==> config.mk <==
export PLATFORM = sky130hd
export DESIGN_NAME = bloom_member_top
export DESIGN_NICKNAME = d
export VERILOG_FILES = /design/src/rtl/bloom_pkg.sv /design/src/rtl/bloom_hash.sv /design/src/rtl/bloom_decode.sv /design/src/rtl/bloom_store.sv /design/src/rtl/bloom_member_top.sv
export SDC_FILE = /design/constraint.sdc
export NUM_CORES = 1
export LEC_CHECK = 0
export BUFFER_PORTS_ARGS = -buffer_cell sky130_fd_sc_hd__buf_2
export CORE_UTILIZATION = 55
export CTS_CLUSTER_DIAMETER = 60
export CTS_CLUSTER_SIZE = 24
export DETAILED_ROUTE_END_ITERATION = 12
export PLACE_DENSITY = 0.74
export SETUP_SLACK_MARGIN = 0.4
export SLEW_MARGIN = 15
export SYNTH_ARGS = -nofsm -noshare
export SYNTH_HDL_FRONTEND = slang
export SYNTH_SLANG_ARGS = --single-unit
==> constraint.sdc <==
create_clock -name clk -period 4.4 [get_ports clk]
set_clock_uncertainty 0.15 [all_clocks]
set_input_delay 0.88 -clock clk [delete_from_list [all_inputs] [get_ports clk]]
set_output_delay 0.88 -clock clk [all_outputs]
set_load 0.01 [all_outputs]
==> src/rtl/bloom_pkg.sv <==
package bloom_pkg;
  localparam int KEY_W    = 16;
  localparam int IDX_W    = 7;
  localparam int NUM_BITS = 1 << IDX_W;
  localparam int NUM_HASH = 3;

  localparam logic [KEY_W-1:0] P1_ADD = KEY_W'(16'h002d);
  localparam logic [KEY_W-1:0] P2_XOR = KEY_W'(16'h0053);

  typedef logic [KEY_W-1:0]                 key_t;
  typedef logic [IDX_W-1:0]                 idx_t;
  typedef logic [NUM_BITS-1:0]              vec_t;
  typedef logic [NUM_HASH-1:0][IDX_W-1:0]   idx_set_t;

  // Position n of key k; the arithmetic is done at full key width and then trimmed.
  function automatic idx_t hash_pos(input int unsigned n, input key_t k);
    key_t t;
    case (n)
      0:       t = k ^ (k >> 7);
      1:       t = k + (k >> 4) + P1_ADD;
      default: t = (k << 3) ^ (k >> 2) ^ P2_XOR;
    endcase
    return t[IDX_W-1:0];
  endfunction

  function automatic vec_t pos_onehot(input idx_t p);
    vec_t v;
    v = '0;
    v[p] = 1'b1;
    return v;
  endfunction
endpackage

==> src/rtl/bloom_hash.sv <==
module bloom_hash
  import bloom_pkg::*;
(
  input  key_t     key,
  output idx_set_t pos
);
  for (genvar g = 0; g < NUM_HASH; g++) begin : g_pos
    assign pos[g] = hash_pos(g, key);
  end
endmodule

==> src/rtl/bloom_decode.sv <==
module bloom_decode
  import bloom_pkg::*;
(
  input  idx_set_t pos,
  output vec_t     mask
);
  vec_t part [NUM_HASH];

  for (genvar g = 0; g < NUM_HASH; g++) begin : g_dec
    assign part[g] = pos_onehot(pos[g]);
  end

  always_comb begin
    mask = '0;
    for (int i = 0; i < NUM_HASH; i++) begin
      mask = mask | part[i];
    end
  end
endmodule

==> src/rtl/bloom_store.sv <==
module bloom_store
  import bloom_pkg::*;
(
  input  logic clk,
  input  logic rst,
  input  logic set_en,
  input  vec_t set_mask,
  output vec_t bits,
  output logic all_set
);
  vec_t bits_q;

  always_ff @(posedge clk) begin
    if (rst) begin
      bits_q <= '0;
    end else if (set_en) begin
      bits_q <= bits_q | set_mask;
    end
  end

  assign bits    = bits_q;
  assign all_set = ((bits_q & set_mask) == set_mask);
endmodule

==> src/rtl/bloom_member_top.sv <==
module bloom_member_top
  import bloom_pkg::*;
(
  input  logic              clk,
  input  logic              rst,
  input  logic              req_valid,
  input  logic              req_insert,
  input  logic [KEY_W-1:0]  key_in,
  output logic              maybe_present
);
  logic     accept;
  logic     add_now;
  logic     hit_now;
  idx_set_t idx_set;
  vec_t     set_mask;
  vec_t     filter_bits;
  logic     resp_q;

  assign accept  = req_valid & ~rst;
  assign add_now = accept & req_insert;

  bloom_hash u_hash (
    .key (key_in),
    .pos (idx_set)
  );

  bloom_decode u_dec (
    .pos  (idx_set),
    .mask (set_mask)
  );

  bloom_store u_store (
    .clk      (clk),
    .rst      (rst),
    .set_en   (add_now),
    .set_mask (set_mask),
    .bits     (filter_bits),
    .all_set  (hit_now)
  );

  always_ff @(posedge clk) begin
    if (rst) begin
      resp_q <= 1'b0;
    end else begin
      resp_q <= accept & hit_now;
    end
  end

  assign maybe_present = resp_q;
endmodule

==> results of run 1 <==
cells in the mapped netlist, drive strengths merged (4+ instances only):
library cell / count / share of area [%]
a211oi: 4 / 0.41
a21o: 6 / 0.53
a21oi: 108 / 6.4
a222oi: 16 / 1.9
a22o: 9 / 0.93
a22oi: 89 / 8.0
a31oi: 15 / 1.1
buf: 20 / 1.3
clkbuf: 61 / 2.7
dfxtp: 129 / 31
ha: 11 / 1.6
inv: 58 / 2.6
nand2: 36 / 1.6
nand3: 27 / 1.6
nand4: 9 / 0.67
nor2: 153 / 6.8
nor2b: 8 / 0.59
nor3: 33 / 2.1
nor4: 36 / 2.7
o211ai: 4 / 0.47
o21ai: 91 / 5.4
o21ba: 25 / 3.0
o21bai: 8 / 0.71
o22a: 12 / 1.2
o22ai: 56 / 4.1
o2bb2ai: 9 / 0.93
o31ai: 4 / 0.36
o32ai: 4 / 0.41
or3: 10 / 0.74
xnor2: 14 / 1.6
xor2: 14 / 2.1
layout make-up:
cell class / count / area share (%)
multi-input cells: 855 / 50.4
flip-flops and latches: 129 / 22.6
repair buffers: 261 / 17.7
clock buffers: 18 / 3.84
inverters: 59 / 2.01
well taps: 184 / 2.01
clock inverters: 14 / 1.41
final timing paths:
check	endpoint	cells after the start	start
max	maybe_present	16	key_in[3]
min	u_store.bits[18]	2	u_store.bits[18]
max reg2reg	maybe_present	6	u_store.bits[63]
min reg2reg	u_store.bits[18]	2	u_store.bits[18]
placed cells by master (no fill, tap or decap), types with 13 or more instances in the layout:
cell,n
buf_4,234
nor2_1,150
dfxtp_1,129
a21oi_1,101
a22oi_1,88
o21ai_0,81
o22ai_1,56
inv_1,52
nand2_1,33
nor3_1,27
nor4_1,26
o21ba_2,25
nand3_1,24
clkbuf_16,17
a222oi_1,16
a31oi_1,13
power by group:
part | internal, W | leakage (nW) | total [W] | switching [W]
logic | 0.000608 | 2.85 | 0.00155 | 0.000941
clock network | 0.000824 | 0.290 | 0.00147 | 0.000650
registers | 0.00118 | 1.04 | 0.00118 | 0.00000604
tightest hold or removal path, cell delays in order, from the launching register on:
cell,delay (ns)
dfxtp_1,0.33
a21oi_1,0.04
nor2_1,0.07
kinds of logic after synthesis:
group / after synthesis / share of synthesized area [%]
AO/OA/AOI/OAI: 485 / 38.7
AND/OR/NAND/NOR: 330 / 18.5
buffers and inverters: 140 / 6.64
flip-flops: 129 / 30.6
XOR/XNOR: 28 / 3.70
adder cells (fa/ha/maj): 12 / 1.87
state kept, by name, indices dropped and copies added (netlist names):
name,cells
maybe_present,1
u_store.bits,128
metal layers:
| layer | vias to the layer above | wire (microns) | track usage (%) |
|---|---|---|---|
| met5 | - | 92 | 3.72 |
| met4 | 4 | 3700 | 35.5 |
| met3 | 329 | 6440 | 23.7 |
| met2 | 1069 | 16400 | 73.4 |
| met1 | 5013 | 14200 | 61.2 |
| li1 | 4654 | - | - |
per-stage QoR:
stage	instance area [sq um]	total power, W
5_1_grt	11400	0.00429
2_1_floorplan	8600	0.00185
3_5_place_dp	10300	0.00250
4_1_cts	11200	0.00404
3_3_place_gp	10300	0.00249
6_report	11400	0.00421
timing repair:
item | 4_1_cts | 5_1_grt
gates resized for setup | 34 | 38
endpoints found under the setup margin | 1 | 3
pin swaps | 12 | 24
setup buffers | 11 | 8
==> key figures, run 1 <==
Run status
  • Status: finished, violations left
  • Violated checks: design-rule violations

STA
  • Final setup viols: 0
  • Max Fclk: 238 MHz
  • RSZ-0062 raised after global routing: true
  • Final worst slack: 0.202 ns
  • Pins Over Slew Limit: 0
  • Minimum clock period: 4.20 ns
  • Pin slew with the least headroom to its limit: 1.24 ns
  • Setup tns final: 0 ns
  • Worst slew margin: 16.9%
  • Final hold vios: 0
  • Hold_ws: 0.319 ns
  • Fin crit share: 95.4%

Power
  • Power Dens Cells: 368 mW/mm^2
  • Leakage: 4.18 nW
  • Maximum vdd drop: 0.315 mV

Critical path
  • Slowest stage delay, CP: 0.59 ns
  • Worst Path Buf+Inv: 5
  • Reg2reg setup slack: 1.94 ns
  • Crit path DAT: 4.39 ns
  • Crit-path cells: buf_2 -> clkinv_2 -> ha_1 -> inv_1 -> ha_4 -> a211oi_4 -> buf_4 -> or3b_4 -> nand2_8 -> nor2_4 -> a222oi_1 -> buf_4 -> o21ai_2 -> a2111o_1 -> or4_4 -> nor4_2
  • CP Class: input pin to flop
  • CP max-delay cell: a222oi_1
  • Most used cell along the critical path: buf_4
  • Critical Path Sink Type: flop
  • Worst-path fanout max: 7
  • Setup crit start kind: input pin
  • Worst Path Required: 4.59 ns
  • Cell family with most CP delay: simple AND/OR/NAND/NOR gates

Synth
  • Distinct cells, synth: 73
  • Leading register cell type out of synthesis: dfxtp_1
  • Post-synth ARST share: 0%
  • Post-synth EDFFs: 0
  • Avg Inst Size Synth: 7.51 sq um
  • #FFs+latches synth: 129
  • Synth Warn #: 0
  • Post-Syn Area: 0.00844 sq mm
  • Net count of the mapped netlist: 1156
  • Sequential area share after synthesis: 30.6%
  • Post-Syn Instances: 1124

Floorplanning
  • # rows: 44
  • Die Wd: 126 microns
  • Io pins: 21
  • Die height: 126 microns
  • Starting Density: 57.2%
  • Die Area: 0.0159 sq mm
  • Core Area: 0.0148 sq mm

Finish
  • Fin nets: 1355
  • Multi-input gate area: 0.00576 sq mm
  • Layout Cells excl Fill: 1520
  • Final core utilization: 77.5%
  • Seq. cell area: 0.00258 sq mm
  • Layout cell share with drive strength beyond 1: 30.5%
  • # diodes: 0
  • Fillers: 1031
  • Area growth, synth to finish: 35.4%

Clock network
  • # hold bufs at CTS: 0
  • Clk Latency, worst-skew pair: 0.44 ns
  • CTS root buffer: clkbuf_16
  • CTS tree: built
  • Max Buffers Root-to-Sink: 2
  • CTS clock-pin slew for the worst setup and hold paths: 0.06 ns
  • Htree depth: 4
  • Total CTS buffers: 17
  • # clock sinks: 129

Placed design
  • HPWL after DPL: 28000 microns
  • Port-buffer cells: 18
  • Post-place setup slack: -0.289 ns
  • Placed Cells: 1469
  • Gp weighted congestion: 1.08

Drt
  • Avg WL per Cell: 26.8 microns
  • DRT Pass-1 Iters: 13
  • Via density: 7.28
  • Residual DRC: 6
  • Via count: 11100
  • Initial DRC count: 2176
  • Post-DRT Antenna Nets: 0
  • Post-Route WL: 40800 microns

Worst hold path
  • Worst Hold Class: flop to flop

Global routing
  • Vias in the first global route: 10300
  • Initial antenna violation count: 1
  • Grt ovf: 0
  • First-pass GRT wire length: 60500 microns
  • Tot GR Track Use: 51.5%
  • Largest net degree at the start of global routing: 98

Flow run
  • Max Cap Viol: 0
(Power assumes the default switching activity.)
==> run 2: changes to the inputs <==
--- a/config.mk
+++ b/config.mk
@@ -6,11 +6,13 @@
 export NUM_CORES = 1
 export LEC_CHECK = 0
 export BUFFER_PORTS_ARGS = -buffer_cell sky130_fd_sc_hd__buf_2
-export CORE_UTILIZATION = 55
+export CELL_PAD_IN_SITES_DETAIL_PLACEMENT = 0
+export CELL_PAD_IN_SITES_GLOBAL_PLACEMENT = 1
+export CORE_UTILIZATION = 43
 export CTS_CLUSTER_DIAMETER = 60
 export CTS_CLUSTER_SIZE = 24
 export DETAILED_ROUTE_END_ITERATION = 12
-export PLACE_DENSITY = 0.74
+export PLACE_DENSITY = 0.77
 export SETUP_SLACK_MARGIN = 0.4
 export SLEW_MARGIN = 15
 export SYNTH_ARGS = -nofsm -noshare
==> key figures, run 2 (synthesized netlist as in run 1, its figures left out) <==
Global routing
  • Grt ovf: 0 (unchanged)
  • First-pass GRT wire length: 59400 microns (-1.8%)
  • Tot GR Track Use: 40.4% (-11 points)
  • Vias in the first global route: 9714 (-5.3%)
  • Initial antenna violation count: 0 (-1)
  • Largest net degree at the start of global routing: 98 (unchanged)

Clock network
  • CTS tree: built
  • Max Buffers Root-to-Sink: 2 (unchanged)
  • Total CTS buffers: 17 (unchanged)
  • Clk Latency, worst-skew pair: 0.44 ns (about the same)
  • # clock sinks: 129 (unchanged)
  • CTS root buffer: clkbuf_16
  • Htree depth: 4 (unchanged)
  • CTS clock-pin slew for the worst setup and hold paths: 0.06 ns (about the same)

Drt
  • Post-DRT Antenna Nets: 0 (unchanged)
  • Residual DRC: 0 (-6)
  • Met2 WL post-DR: 16400 microns (+0.17%)
  • Avg WL per Cell: 24.8 microns (-7.4%)
  • M1 WL: 16400 microns (+16%)
  • Via count: 10500 (-4.8%)
  • Initial DRC count: 1661 (-24%)
  • Max Used Layer: met4
  • Wire length on met3: 5020 microns (-22%)
  • DRT Pass-1 Iters: 7 (-6)
  • Post-Route WL: 40400 microns (-0.96%)
  • Via density: 6.48 (-11%)

Finish
  • Leading cell type in the layout, fill and taps excluded: buf_4
  • Multi-input gate area: 0.00572 sq mm (-0.70%)
  • # diodes: 0 (unchanged)
  • Layout Cells excl Fill: 1626 (+7.0%)
  • Layout cell share with drive strength beyond 1: 31.6% (+1.0 points)
  • Area growth, synth to finish: 37.8%
  • Fin nets: 1385 (+2.2%)
  • Max reg flops: 128 (unchanged)
  • Commonest non-fill, non-tap cells in the layout: buf_4 (264), nor2_1 (148), dfxtp_1 (129)
  • Fillers: 1791 (+74%)
  • Seq. cell area: 0.00258 sq mm (unchanged)

Floorplanning
  • Die Wd: 142 microns (+13%)
  • Io pins: 21 (unchanged)
  • Die height: 142 microns (+13%)
  • Starting Density: 44.5% (-13 points)
  • Die Area: 0.0202 sq mm (+27%)
  • # rows: 50 (+14%)
  • Core Area: 0.0190 sq mm (+28%)

Placed design
  • Placed Cells: 1574 (+7.1%)
  • Post-place setup slack: -0.368 ns (-0.0789 ns)
  • Gp weighted congestion: 1.11 (+2.8%)
  • Port-buffer cells: 18 (unchanged)
  • HPWL after DPL: 29300 microns (+4.9%)

Worst hold path
  • Worst Hold Class: flop to flop

STA
  • RSZ-0062 raised after global routing: true
  • Max Fclk: 243 MHz (+1.8%)
  • Hold_ws: 0.316 ns (-0.00271 ns)
  • Final setup viols: 0 (unchanged)
  • Final worst slack: 0.278 ns (+0.0755 ns)
  • Pins Over Slew Limit: 0 (unchanged)
  • Pin slew with the least headroom to its limit: 1.20 ns (-0.0337 ns)
  • Fin crit share: 93.7% (-1.7 points)
  • Worst slew margin: 19.1% (+2.3 points)
  • Minimum clock period: 4.12 ns (-0.0755 ns)
  • Final hold vios: 0 (unchanged)

Power
  • Leakage: 4.32 nW (+3.2%)
  • Power Dens Cells: 360 mW/mm^2 (-2.2%)
  • Maximum vdd drop: 0.292 mV (-7.2%)

Critical path
  • Setup crit start kind: input pin
  • Worst-path fanout max: 8 (+1)
  • Critical Path Sink Type: flop
  • Crit path DAT: 4.33 ns (-0.06 ns)
  • Worst Path Required: 4.60 ns (about the same)
  • CP Class: input pin to flop
  • Reg2reg setup slack: 1.84 ns (-0.10 ns)

Flow run
  • Max Cap Viol: 0 (unchanged)

Run status
  • Status: complete, no violations
==> run 2: cell count changes in the layout (fill, tap and decap cells not counted), sizes merged <==
cell / delta
buf: +27
inv: +2
and3: +1
clkbuf: -1
clkdlybuf4s15: +1
clkinv: -1
nand2: +1
==> run 2: final timing paths <==
path | from | to | cells past startpoint
worst max register to register | u_store.bits[87] | maybe_present | 7
worst min register to register | u_store.bits[18] | u_store.bits[18] | 2
worst min-delay path | u_store.bits[18] | u_store.bits[18] | 2
worst max-delay path | key_in[5] | maybe_present | 16
==> run 2: metrics by stage <==
| stage | util (%) | area, sq um | TNS [ns] | total power, W |
|---|---|---|---|---|
| floorplan | - | 8600 | 0 | 0.00185 |
| global placement | 56.0 | 10600 | -0.352 | 0.00255 |
| detailed placement | 56.0 | 10600 | -0.368 | 0.00255 |
| CTS | 60.8 | 11500 | 0 | 0.00409 |
| global route | 61.4 | 11600 | 0 | 0.00429 |
| finish | 61.4 | 11600 | 0 | 0.00419 |
==> run 2: final cells by class <==
type,count,share of cell area [%]
inverter,59,1.93
sequential,129,22.2
tap,260,2.79
timing repair buffer,289,18.9
multi-input combinational,857,49.1
clock inverter,15,1.39
clock buffer,17,3.65
==> run 2: report_power, final <==
group,switching [W],internal [W]
combinational,0.000916,0.000620
sequential,0.00000572,0.00118
clock,0.000662,0.000808
total,0.00158,0.00260
==> run 2: repair_timing <==
action | 4_1_cts | 5_1_grt
endpoints found under the hold margin | 0 | 0
cloned | 2 | 1
resized for setup | 41 | 15
pin swaps | 29 | 16
hold buffers | 0 | 0
setup endpoints to repair | 1 | 1
setup buffers | 14 | 3
==> run 2: critical path, cell delays in order <==
cell,delay [ns]
buf_6,0.10
ha_4,0.23
ha_4,0.16
fa_2,0.40
a211oi_4,0.34
or3b_4,0.24
nand2_4,0.08
buf_4,0.14
o211ai_2,0.13
buf_4,0.26
or3_1,0.14
nand4_1,0.14
a2111oi_1,0.43
buf_4,0.22
nand4_1,0.14
nor4_2,0.28
==> run 2: per-layer routing <==
metal / up-vias / GRT usage [%]
met4: 0 / 22.4
met5: - / 0
met2: 734 / 59.3
met3: 196 / 12.2
li1: 4726 / -
met1: 4884 / 52.5
